==> src/rtl/rxhb_pkg.sv <==
package rxhb_pkg;
  localparam int STAT_W = 3;
  localparam int PAR_B  = 2;
  localparam int FRM_B  = 1;
  localparam int BRK_B  = 0;

  typedef logic [STAT_W-1:0] stat_t;

  typedef struct packed {
    logic pushHold;  // write held character into buffer
    logic pushIn;    // write incoming character into buffer
    logic loadHold;  // capture incoming character into hold stage
    logic popHead;   // head entry leaves
    logic clrHead;   // clear status of slot 0 (receiver reset)
    logic accClr;    // clear accumulated error view
  } strobe_t;
endpackage

==> src/rtl/rxhb_ctrl.sv <==
module rxhb_ctrl
  import rxhb_pkg::*;
#(
  parameter int DEPTH = 3,
  parameter int PTR_W = $clog2(DEPTH),
  parameter int CNT_W = $clog2(DEPTH + 1)
) (
  input  logic             clk,
  input  logic             rstN,
  input  logic             rxEnable,
  input  logic             wakeMode,
  input  logic             autoFlow,
  input  logic             startBit,
  input  logic             charDone,
  input  logic             charParity,
  input  logic             dataRd,
  input  logic             errReset,
  input  logic             rxReset,
  output strobe_t          strobe,
  output logic [PTR_W-1:0] wrPtr,
  output logic [PTR_W-1:0] rdPtr,
  output logic             ready,
  output logic             full,
  output logic             overrun,
  output logic             sendReq
);
  localparam logic [CNT_W-1:0] CAP     = CNT_W'(DEPTH);
  localparam logic [PTR_W-1:0] LAST_IX = PTR_W'(DEPTH - 1);

  logic [CNT_W-1:0] count, cntAfterPop;
  logic             holdValid, rtsNeg;
  logic             pop, drain, accept, inPush, inHold, ovSet, push;

  function automatic logic [PTR_W-1:0] nextIx(input logic [PTR_W-1:0] ix);
    return (ix == LAST_IX) ? '0 : ix + 1'b1;
  endfunction

  always_comb begin
    pop         = dataRd && (count != '0) && !rxReset;
    cntAfterPop = count - CNT_W'(pop);
    drain       = holdValid && (cntAfterPop < CAP) && !rxReset;
    accept      = charDone && (rxEnable || (wakeMode && charParity)) && !rxReset;
    inPush      = accept && !holdValid && (cntAfterPop < CAP);
    inHold      = accept && !inPush;
    ovSet       = holdValid && !drain && (startBit || accept) && !rxReset;
    push        = drain || inPush;
  end

  always_comb begin
    strobe          = '0;
    strobe.pushHold = drain;
    strobe.pushIn   = inPush;
    strobe.loadHold = inHold;
    strobe.popHead  = pop;
    strobe.clrHead  = rxReset;
    strobe.accClr   = errReset;
  end

  always_ff @(posedge clk or negedge rstN) begin
    if (!rstN) begin
      count     <= '0;
      wrPtr     <= '0;
      rdPtr     <= '0;
      holdValid <= 1'b0;
      rtsNeg    <= 1'b0;
      overrun   <= 1'b0;
    end else begin
      if (ovSet)         overrun <= 1'b1;
      else if (errReset) overrun <= 1'b0;

      if (rxReset) begin
        count     <= '0;
        wrPtr     <= '0;
        rdPtr     <= '0;
        holdValid <= 1'b0;
        rtsNeg    <= 1'b0;
      end else begin
        count <= cntAfterPop + CNT_W'(push);
        if (pop)  rdPtr <= nextIx(rdPtr);
        if (push) wrPtr <= nextIx(wrPtr);

        if (inHold)                     holdValid <= 1'b1;
        else if (drain)                 holdValid <= 1'b0;
        else if (startBit && holdValid) holdValid <= 1'b0;

        if (!autoFlow || pop)                rtsNeg <= 1'b0;
        else if (startBit && count == CAP)   rtsNeg <= 1'b1;
      end
    end
  end

  assign ready   = (count != '0);
  assign full    = (count == CAP);
  assign sendReq = !rtsNeg;
endmodule

==> src/rtl/rxhb_data.sv <==
module rxhb_data
  import rxhb_pkg::*;
#(
  parameter int DATA_W = 8,
  parameter int DEPTH  = 3,
  parameter int PTR_W  = $clog2(DEPTH)
) (
  input  logic              clk,
  input  logic              rstN,
  input  strobe_t           strobe,
  input  logic [PTR_W-1:0]  wrPtr,
  input  logic [PTR_W-1:0]  rdPtr,
  input  logic              notEmpty,
  input  logic              blockErrMode,
  input  logic [DATA_W-1:0] charData,
  input  logic              charParity,
  input  logic              charFrame,
  input  logic              charBreak,
  output logic [DATA_W-1:0] rdData,
  output stat_t             shownStat
);
  logic [DATA_W-1:0] memData [DEPTH];
  stat_t             memStat [DEPTH];
  logic [DATA_W-1:0] holdData;
  stat_t             holdStat;
  stat_t             accum;
  stat_t             inStat;
  stat_t             headStat;

  always_comb begin
    inStat        = '0;
    inStat[PAR_B] = charParity;
    inStat[FRM_B] = charFrame;
    inStat[BRK_B] = charBreak;
  end

  always_ff @(posedge clk or negedge rstN) begin
    if (!rstN) begin
      for (int i = 0; i < DEPTH; i++) begin
        memData[i] <= '0;
        memStat[i] <= '0;
      end
      holdData <= '0;
      holdStat <= '0;
      accum    <= '0;
    end else begin
      if (strobe.pushHold) begin
        memData[wrPtr] <= holdData;
        memStat[wrPtr] <= holdStat;
      end else if (strobe.pushIn) begin
        memData[wrPtr] <= charData;
        memStat[wrPtr] <= inStat;
      end
      if (strobe.clrHead) memStat[0] <= '0;
      if (strobe.loadHold) begin
        holdData <= charData;
        holdStat <= inStat;
      end
      if (strobe.accClr)       accum <= '0;
      else if (strobe.popHead) accum <= accum | memStat[rdPtr];
    end
  end

  assign headStat  = memStat[rdPtr];
  assign rdData    = memData[rdPtr];
  assign shownStat = blockErrMode ? (accum | (notEmpty ? headStat : '0)) : headStat;
endmodule

==> src/rtl/rx_hold_buffer.sv <==
module rx_hold_buffer
  import rxhb_pkg::*;
#(
  parameter int DATA_W = 8,
  parameter int DEPTH  = 3
) (
  input  logic              clk,
  input  logic              rstN,
  input  logic              rxEnable,
  input  logic              wakeMode,
  input  logic              blockErrMode,
  input  logic              autoFlow,
  input  logic              startBit,
  input  logic              charDone,
  input  logic [DATA_W-1:0] charData,
  input  logic              charParity,
  input  logic              charFrame,
  input  logic              charBreak,
  input  logic              dataRd,
  input  logic              errReset,
  input  logic              rxReset,
  output logic [DATA_W-1:0] rdData,
  output logic              ready,
  output logic              full,
  output logic              parityErr,
  output logic              frameErr,
  output logic              breakSeen,
  output logic              overrun,
  output logic              sendReq
);
  localparam int PTR_W = $clog2(DEPTH);

  strobe_t          strobe;
  logic [PTR_W-1:0] wrPtr, rdPtr;
  stat_t            shownStat;

  rxhb_ctrl #(.DEPTH(DEPTH), .PTR_W(PTR_W)) ctrl_i (
    .clk(clk), .rstN(rstN), .rxEnable(rxEnable), .wakeMode(wakeMode),
    .autoFlow(autoFlow), .startBit(startBit), .charDone(charDone),
    .charParity(charParity), .dataRd(dataRd), .errReset(errReset),
    .rxReset(rxReset), .strobe(strobe), .wrPtr(wrPtr), .rdPtr(rdPtr),
    .ready(ready), .full(full), .overrun(overrun), .sendReq(sendReq)
  );

  rxhb_data #(.DATA_W(DATA_W), .DEPTH(DEPTH), .PTR_W(PTR_W)) data_i (
    .clk(clk), .rstN(rstN), .strobe(strobe), .wrPtr(wrPtr), .rdPtr(rdPtr),
    .notEmpty(ready), .blockErrMode(blockErrMode), .charData(charData),
    .charParity(charParity), .charFrame(charFrame), .charBreak(charBreak),
    .rdData(rdData), .shownStat(shownStat)
  );

  assign parityErr = shownStat[PAR_B];
  assign frameErr  = shownStat[FRM_B];
  assign breakSeen = shownStat[BRK_B];
endmodule

==> config.mk <==
export PLATFORM = sky130hd
export DESIGN_NAME = rx_hold_buffer
export DESIGN_NICKNAME = d
export VERILOG_FILES = /design/src/rtl/rxhb_pkg.sv /design/src/rtl/rxhb_ctrl.sv /design/src/rtl/rxhb_data.sv /design/src/rtl/rx_hold_buffer.sv
export SDC_FILE = /design/constraint.sdc
export NUM_CORES = 1
export LEC_CHECK = 0
export ABC_AREA = 1
export BUFFER_PORTS_ARGS = -buffer_cell sky130_fd_sc_hd__buf_4
export CAP_MARGIN = 10
export CELL_PAD_IN_SITES_DETAIL_PLACEMENT = 0
export CELL_PAD_IN_SITES_GLOBAL_PLACEMENT = 1
export CORE_ASPECT_RATIO = 0.8
export CORE_UTILIZATION = 40
export CTS_BUF_LIST = sky130_fd_sc_hd__clkbuf_8
export CTS_CLUSTER_DIAMETER = 100
export DETAILED_ROUTE_END_ITERATION = 16
export GPL_ROUTABILITY_DRIVEN = 0
export PLACE_DENSITY = 0.84
export SLEW_MARGIN = 20
export SYNTH_ARGS = -nofsm -noshare
export SYNTH_HDL_FRONTEND = slang
export SYNTH_SLANG_ARGS = --single-unit
==> constraint.sdc <==
create_clock -name clk -period 3.4 [get_ports clk]
set_clock_uncertainty 0.2 [all_clocks]
set_input_delay 0.68 -clock clk [delete_from_list [all_inputs] [get_ports clk]]
set_output_delay 0.68 -clock clk [all_outputs]
set_load 0.005 [all_outputs]
After elaboration in Yosys (flattened, before gate mapping)
Index checks and enable logic that the tools add are counted.

cells by class
  $add $sub $neg = 4
  multipliers = 0
  divide/modulo/power cells = 0
  $lt $le $gt $ge = 4
  equality and inequality tests = 3
  shifts and indexed selects = 0
  multiplexer cells = 39
  bitwise operators = 4
  reductions and logical operators = 35

operator list
  operator                                                     count
  bitwise mux 24 bit                                           2
  2-to-1 mux 24 bit                                            2
  2-to-1 mux 3 bit                                             8
  2-to-1 mux 8 bit                                             3
  bitwise mux 9 bit                                            2
  2-to-1 mux 9 bit                                             2
  binary-select mux 8 bit (select 2 bit)                       1
  demux 8 bit (select 2 bit)                                   1
  logical AND 1 bit                                            16
  2-to-1 mux 2 bit                                             7
  nonzero test 2 bit                                           6
  2-to-1 mux 1 bit                                             9
  binary-select mux 3 bit (select 2 bit)                       1
  demux 3 bit (select 2 bit)                                   1
  == test 2 bit (second input constant)                        3
  greater-or-equal comparator 3 bit (second input constant)    2
  zero test 1 bit                                              6
  inverter 2 -> 3 bit                                          2
  OR 3 bit                                                     2
  nonzero test 3 bit                                           2
  adder 2 x 1 -> 2 bit (second input constant)                 2
  logical OR 1 bit                                             4
  nonzero test 4 bit                                           1
  less-than comparator 3 x 1 -> 1 bit (second input constant)  1
  other kinds (3)                                              3

storage, ports and cells
  flip-flop bits (word level) = 56
  bits in latches = 0
  memory bits (writable) = 0
  bits in read-only memories = 0
  word-level logic and storage cells = 104
  memories kept = 0

Longest topological paths before layout
Gate-level depths: netlist (run 1).

  word-level depth = 12
  gate-level depth with buffers = 14
  depth with buffers taken out = 13

By module
A second synthesis (run 1) with hierarchy kept.

second synthesis, totals
  cells, all modules = 368
  area, all modules = 2999.1 um2

by module, submodules not included
  module     times used  cells an instance  area an instance (um2)  seq. area each (um2)
  rxhb_data  1           290                2414.8                  1176.1
  rxhb_ctrl  1           78                 584.3                   225.2

Least setup slack after synthesis (run 1)
OpenSTA, ideal clock, no wires.

  path type = input to register
  start point = input dataRd
  end point = register ctrl_i.count[1]
  library setup time = 86 ps
  data arrival time = 2092 ps
  data required time = 3114 ps
  setup slack = 1022 ps
  stages on the path = 10
  cells stage by stage = nand2_1 -> nor2_1 -> ha_1 -> inv_1 -> nand3_4 -> nand2_2 -> inv_1 -> ha_1 -> and3_1 -> nor3_1

between the ends
  word-level cells in the longest chain between the ends = 9

RTL lines
  what                               line                              source
  start: declaration                 rx_hold_buffer.sv:19              input logic dataRd,
  logical AND 1 bit * (2 in series)  rxhb_ctrl.sv:39                   pop = dataRd && (count != '0) && !rxReset;
  subtractor 2 x 1 -> 2 bit *        rxhb_ctrl.sv:40                   cntAfterPop = count - CNT_W'(pop);
  less-than comparator 2 bit         rxhb_ctrl.sv:41, rxhb_ctrl.sv:43
  logical AND 1 bit (2 in series)    rxhb_ctrl.sv:41                   drain = holdValid && (cntAfterPop < CAP) && !rxReset;
  logical OR 1 bit                   rxhb_ctrl.sv:46                   push = drain || inPush;
  adder 2 x 1 -> 2 bit *             rxhb_ctrl.sv:78                   count <= cntAfterPop + CNT_W'(push);
  2-to-1 mux 2 bit *                 rxhb_ctrl.sv:71                   if (rxReset) begin
  end signal: assignment             rxhb_ctrl.sv:78
  end: declaration                   rxhb_ctrl.sv:30                   logic [CNT_W-1:0] count, cntAfterPop;

Mark *: on every way between the ends. The rest lies on a longest branch, timed or not.
A chain may end at the register's enable or synchronous reset.

Final worst setup path (run 1)
  start point = register ctrl_i.rdPtr[0]
  end point = output frameErr

between the ends
  word-level cells in the longest chain between the ends = 7

RTL lines
  what                                                    line                  source
  start: declaration                                      rxhb_ctrl.sv:21       output logic [PTR_W-1:0] rdPtr,
  start signal: assignment                                rxhb_ctrl.sv:79       if (pop) rdPtr <= nextIx(rdPtr);
  inverter 2 -> 3 bit (implied by the code) *             rxhb_data.sv:64       assign headStat = memStat[rdPtr];
  binary-select mux 3 bit (select 2 bit) *                rxhb_data.sv:64
  2-to-1 mux 3 bit (implied by the code) * (2 in series)  rxhb_data.sv:64
  2-to-1 mux 3 bit                                        rxhb_data.sv:66       assign shownStat = blockErrMode ? (accum | (notEmpty ? headStat : '0)) : headStat;
  OR 3 bit                                                rxhb_data.sv:66
  2-to-1 mux 3 bit *                                      rxhb_data.sv:66
  end: declaration                                        rx_hold_buffer.sv:26  output logic frameErr,

Mark *: on every way between the ends. The rest lies on a longest branch, timed or not. The select of a mux whose other input is x is not followed.

==> results.json, run 1 <==
{
  "drt_iter0_drc": 140,
  "endpoint_kind": "output pin",
  "ant_nets": 0,
  "layout-drive-gt1-share_pct": 17.3,
  "crit_arrival_ns": 1.84,
  "synth_top_area_share_pct": 51.2,
  "rr_startpoint": "ctrl_i.count[1]",
  "synth_top_area_cell": "dfrtp_1",
  "num_antenna_cells": 0,
  "clk_latency_ns": 0.31,
  "cp.required_ns": 2.52,
  "hold-worst-slack_ns": 0.197,
  "hold_viol_final": 0,
  "cts-resized-gates": 0,
  "cts_root_buf": "clkbuf_8",
  "power.density_nw_per_um2": 555,
  "p_sw_mw": 0.564,
  "fin_crit_sh_pct": 79.9,
  "clockBufferDepth": 2,
  "p_total_mw": 1.75,
  "multi_input_area_um2": 1130,
  "synth_edf_count": 0,
  "synthTopCellsByCount": "170 x nand2_1, 56 x dfrtp_1, 31 x inv_1",
  "vias_per_cell": 4.76,
  "leakagePower_nw": 1.74,
  "post-route-util_pct": 48.4,
  "antenna_found_initial": 0,
  "fin_cells": 476,
  "route.detailed.drc": 0,
  "yosysUniqueCellTypes": 23,
  "setup_slack_ns": 0.682,
  "seq_area_frac_synth_pct": 51.2,
  "slew_viol_final": 0,
  "start_util_pct": 42.1,
  "power_frac_comb_pct": 25.2,
  "hp-class": "in -> async",
  "num_vias": 2265,
  "io_buffers": 36,
  "post_cts_buffers": 0,
  "status": "finished clean",
  "synth-seq-cells": 56,
  "grt_pass1_wl_um": 10500,
  "place_inst": 468,
  "place_ws_ns": 0.568,
  "ir_worst_vdd_uv": 231,
  "place_area_um2": 3060,
  "worstSetupStartpoint": "ctrl_i.rdPtr[0]",
  "grt_max_degree": 57,
  "grt_overflow": 0,
  "path_cells": "inv_1 > nor2_1 > buf_4 > nand2_1 > nand3_1 > nand2_1 > o21ai_0 > buf_4",
  "internal_power_mw": 1.19,
  "synth_flop_cell": "dfrtp_1",
  "clkPwrFrac_pct": 21.4,
  "nets": 415,
  "first_pass_iters": 4,
  "cts_buffers": 5,
  "worst_slew_pin_slew_ns": 0.714,
  "synthCells": 357,
  "slowest_delay_ns": 0.37,
  "cts_tree": "yes",
  "io_pins": 37,
  "wl_per_cell_um": 12.7,
  "cts_max_level": 2,
  "wl_um": 6030,
  "crit_fanout": 7,
  "nFillCells": 684,
  "avgSynthCellArea_um2": 7.66,
  "setup_tns_ns": 0,
  "drv_cap": 0,
  "yosysMostFrequentCell": "nand2_1",
  "grt_setup_unrepaired": "no",
  "fmax_mhz": 368,
  "async_flop_share_pct": 100,
  "fin_area_um2": 3150,
  "finalCriticalPeriod_ns": 2.72,
  "dieHeight_um": 76.0,
  "hpwl_um": 4290,
  "grt_use_total_pct": 19.1,
  "seqPwrFrac_pct": 53.5,
  "crit_slowest_cell": "dfrtp_1",
  "synth.top_cells.by_area": "dfrtp_1 51%, nand2_1 23%, nand3_1 4.4%, inv_1 4.3%, o21ai_2 2.6%",
  "regArea_um2": 1400,
  "clk_pin_slew_ns": 0.10,
  "die_w_um": 94.5,
  "setup_viol": 0,
  "rows": 26,
  "die-area_um2": 7180,
  "p_sw_share_pct": 32.2,
  "yosysWarnings": 0,
  "crit_type": "reg -> out",
  "area_growth_pct": 15.1,
  "slew_headroom_pct": 52.4,
  "ctsHoldBuffers": 0,
  "grt_pass1_vias": 2152,
  "cts_num_sinks": 56,
  "syn_nets": 381,
  "coreArea_um2": 6510,
  "crit_path_start_kind": "flop",
  "synth_area_um2": 2740
}
placed cells by master, fill, tap and decap left out:
master and n:
inv_2 2, clkinvlp_4 2, o22ai_1 1, nand3_2 1, nor2_2 2, nand2_1 170, clkinv_4 1, and3_1 1
ha_1 2, nor2_4 1, o21ai_2 8, a21oi_1 13, nor3_1 1, nand3_1 24, buf_4 40, inv_1 31
nand3_4 1, nand3b_1 1, nor2_1 17, dfrtp_1 56, nand2_2 5, o31ai_1 1, o21ai_0 6, clkbuf_8 5
routing by layer:
metal  share of wire [%]  up-vias  routed length (um)  track usage (%)
li1                    -     1168                   -                -
met1                  51     1023                3050             29.4
met2                  42       64                2540             26.3
met3                 6.0       10                 363             3.99
met4                 1.2        0                  74             6.67
met5                   0        -                   0                0
sequential cells by signal (all words and copies together) (netlist names):
register / cells
data_i.memData: 24
ctrl_i.count: 2
ctrl_i.rtsNeg: 1
ctrl_i.wrPtr: 2
data_i.holdData: 8
ctrl_i.holdValid: 1
ctrl_i.overrun: 1
ctrl_i.rdPtr: 2
data_i.accum: 3
data_i.memStat: 9
data_i.holdStat: 3
cell families (layout without fill, tap and decap cells):
| group | after synthesis | after routing | synth area share (%) |
|---|---|---|---|
| adders and majority gates | 2 | 2 | 0.914 |
| DFF | 56 | 56 | 51.2 |
| AOI/OAI and AO/OA | 29 | 29 | 6.54 |
| buffers and inverters | 46 | 81 | 7.59 |
| and+or+nand+nor | 224 | 224 | 33.7 |
power groups by stage:
stage	registers (mW)	logic [mW]	clock network [mW]
2_1_floorplan	0.924	0.288	0
5_1_grt	0.957	0.511	0.417
3_3_place_gp	0.941	0.434	0
3_5_place_dp	0.948	0.446	0
6_report	0.935	0.440	0.373
4_1_cts	0.934	0.448	0.390
worst max-delay path: cells and delay by family, from the launching register on:
kind | cells | cell delay, ns
and+or+nand+nor | 4 | 0.62
DFF | 1 | 0.37
AOI/OAI and AO/OA | 1 | 0.08
buffers and inverters | 3 | 0.46
final cells by class:
type,instances,area share [%]
clock inverter,3,0.755
inverter,33,3.93
timing repair buffer,40,9.53
clock buffer,5,2.18
multi-input combinational,255,35.8
sequential,56,44.5
tap,84,3.34
path summary, 6_finish.rpt:
path,endpoint,slack [ns],cells past startpoint
setup / recovery,frameErr,0.68,8
hold / removal,ctrl_i.count[0],0.20,1
setup reg to reg,data_i.holdData[0],0.83,11
hold reg to reg,data_i.memData[16],0.29,2
max in group asynchronous,ctrl_i.rdPtr[0],2.32,1
min in group clk,data_i.memData[16],0.29,2
(Power assumes the default switching activity.)
==> inputs of run 2 (changes only) <==
ABC_AREA = 0   (was 1)
PLACE_DENSITY = 0.81   (was 0.84)
clock period = 2.4 ns   (was 3.4 ns; I/O delays follow)
==> run 2 against run 1 <==
  * The run now ends with negative setup slack left
  * Core utilization rose by 5.0 points
  * Critical path depth is 1 higher
  * Cell count down 24%
  * First-iteration DRC count decreased by 39%
  * Synthesized cell count shrank 38%
  * Clock power up 34%
  * Sequential power rose by 43%
  * Via count shrank 20%
  * Sequential cell count stayed put
  * Critical path type is now reg -> reg
==> results.json, run 2 <==
{
  "cp.required_ns": 2.39,
  "wl_per_cell_um": 16.1,
  "die_w_um": 93.5,
  "io_buffers": 36,
  "yosysMostFrequentCell": "dfrtp_1",
  "grt_setup_unrepaired": "yes",
  "hp-class": "in -> async",
  "area_growth_pct": 28.4,
  "synthCells": 221,
  "worstSetupStartpoint": "ctrl_i.count[0]",
  "grt_pass1_vias": 1839,
  "ir_worst_vdd_uv": 444,
  "final_cell_mix": "56 x dfrtp_1, 53 x buf_4, 32 x mux2_2, 23 x mux2_4",
  "status": "finished with violations",
  "nets": 299,
  "rr_worst_depth": 9,
  "finalCriticalPeriod_ns": 2.48,
  "clk_pin_slew_ns": 0.10,
  "endpoint_kind": "flop",
  "final_common_cell": "dfrtp_1",
  "async_flop_share_pct": 100,
  "crit_type": "reg -> reg",
  "yosysWarnings": 0,
  "top_regs": "data_i.memData (24), data_i.memStat (9), data_i.holdData (8)",
  "grt_overflow": 0,
  "setup_tns_ns": -1.97,
  "r2r_slack_ns": -0.08,
  "rows": 26,
  "crit_arrival_ns": 2.47,
  "critical_path_buf_inv_count": 2,
  "grt_use_total_pct": 18.0,
  "slowest_delay_ns": 0.38,
  "path_cells": "or2_4 > and3_4 > ha_4 > xnor2_4 > buf_6 > nor2_2 > o211ai_1 > buf_4 > mux2_4",
  "yosysUniqueCellTypes": 27,
  "worst_slew_pin_slew_ns": 0.715,
  "first_pass_iters": 4,
  "slew_viol_final": 0,
  "avgSynthCellArea_um2": 12.1,
  "regMostFlops": "data_i.memData",
  "num_antenna_cells": 0,
  "fmax_mhz": 404,
  "grt_max_degree": 57,
  "synth_area_um2": 2680,
  "crit_family": "simple AND/OR/NAND/NOR gates",
  "setup_viol": 44,
  "cts_max_level": 2,
  "crit_path_start_kind": "flop",
  "crit_slowest_cell": "dfrtp_1",
  "drv_cap": 0,
  "synth_top_area_cell": "dfrtp_1",
  "slew_headroom_pct": 52.3,
  "cts_root_buf": "clkbuf_8",
  "num_vias": 1817,
  "cts_buffers": 5,
  "layout-drive-gt1-share_pct": 47.5,
  "r2r_end": "data_i.holdStat[2]",
  "coreArea_um2": 6440,
  "drt_iter0_drc": 85,
  "synth_top_area_share_pct": 52.3,
  "power.density_nw_per_um2": 762,
  "ant_nets": 0,
  "fin_crit_sh_pct": 103,
  "p_total_mw": 2.62,
  "rr_startpoint": "ctrl_i.count[0]",
  "largest_register_ffs": 24,
  "ctsHoldBuffers": 0,
  "grt_pass1_wl_um": 9540,
  "hold_viol_final": 0,
  "io_pins": 37,
  "synthTopCellsByCount": "56 x dfrtp_1, 54 x mux2_2, 16 x o21ai_0",
  "wl_um": 5810,
  "cts_tree": "yes",
  "crit_cells": 9,
  "synth-seq-cells": 56,
  "violations": "negative setup slack",
  "setup_slack_ns": -0.0776,
  "syn_nets": 245,
  "fin_area_um2": 3440,
  "synth_edf_count": 0,
  "crit_fanout": 6,
  "antenna_found_initial": 0,
  "clk_latency_ns": 0.30,
  "leakagePower_nw": 1.67,
  "vias_per_cell": 5.05,
  "synth.top_cells.by_area": "dfrtp_1 52%, mux2_2 23%, mux2i_1 4.1%, o21ai_0 3.0%, nand2_1 2.1%",
  "synth_flop_cell": "dfrtp_1",
  "die-area_um2": 7030,
  "hpwl_um": 3930,
  "start_util_pct": 41.6,
  "dieHeight_um": 75.2,
  "cts_num_sinks": 56,
  "endpoint": "data_i.holdStat[2]",
  "route.detailed.drc": 0,
  "place_area_um2": 3210,
  "clockBufferDepth": 2,
  "seq_area_frac_synth_pct": 52.3
}
-- run 2: cell families (layout without fill, tap and decap cells) --
kind of cell,count (synthesis),after routing,synth area share [%]
AND/OR/NAND/NOR,41,41,7.15
adder cells (fa/ha/maj),2,2,0.934
AO/OA/AOI/OAI,35,35,8.31
XOR/XNOR,3,3,0.981
buffers and inverters,18,73,2.94
flip-flops,56,56,52.3
multiplexers,66,66,27.4
-- run 2: per-stage QoR --
stage | hold slack (ns) | worst slack, ns | cells | utilization (%)
final | 0.0172 | -0.0776 | 360 | 53.4
after CTS | 0.0545 | -0.0761 | 358 | 52.7
after detailed placement | 0.290 | -0.128 | 347 | 49.8
after floorplan | -0.0156 | -0.226 | 221 | -
after global routing | 0.0759 | -0.157 | 360 | 53.4
after global placement | 0.283 | -0.100 | 347 | 49.8
-- run 2: layout make-up --
class | count | area, um^2
clock buffer | 5 | 68.8
sequential | 56 | 1400
clock inverter | 3 | 16.3
inverter | 6 | 22.5
timing repair buffer | 59 | 483
fill | 584 | 3000
multi-input combinational | 147 | 1340
tap | 84 | 105
-- run 2: worst min-delay path by stage --
stage / cells past startpoint / slack, ns / to
2_1_floorplan: 0 / -0.02 / ctrl_i.count[0]
3_3_place_gp: 2 / 0.28 / data_i.accum[1]
3_5_place_dp: 2 / 0.29 / data_i.accum[1]
4_1_cts: 1 / 0.05 / data_i.holdData[0]
5_1_grt: 1 / 0.08 / ctrl_i.rtsNeg
6_report: 1 / 0.02 / ctrl_i.rtsNeg
-- run 2: what timing repair did --
action                     in CTS  in global routing
pin swaps                       3                  2
setup buffers                   2                  2
gates resized for setup        20                  8
setup endpoints to repair      44                 55
cloned                          1                  0
-- run 2: report_power, final --
group          switching [mW]  internal [mW]  leakage, nW  total, mW
logic                   0.300          0.486        0.889      0.785
registers               0.141           1.20        0.732       1.34
clock network           0.298          0.201       0.0507      0.499
-- run 2: routing by layer --
layer,GRT usage [%],routed length [um],part of all wire (%),vias to the layer above
met4,4.96,34,0.59,0
li1,-,-,-,889
met5,0,0,0,-
met2,27.1,2560,44,30
met1,27.2,3050,53,896
met3,2.63,167,2.9,2
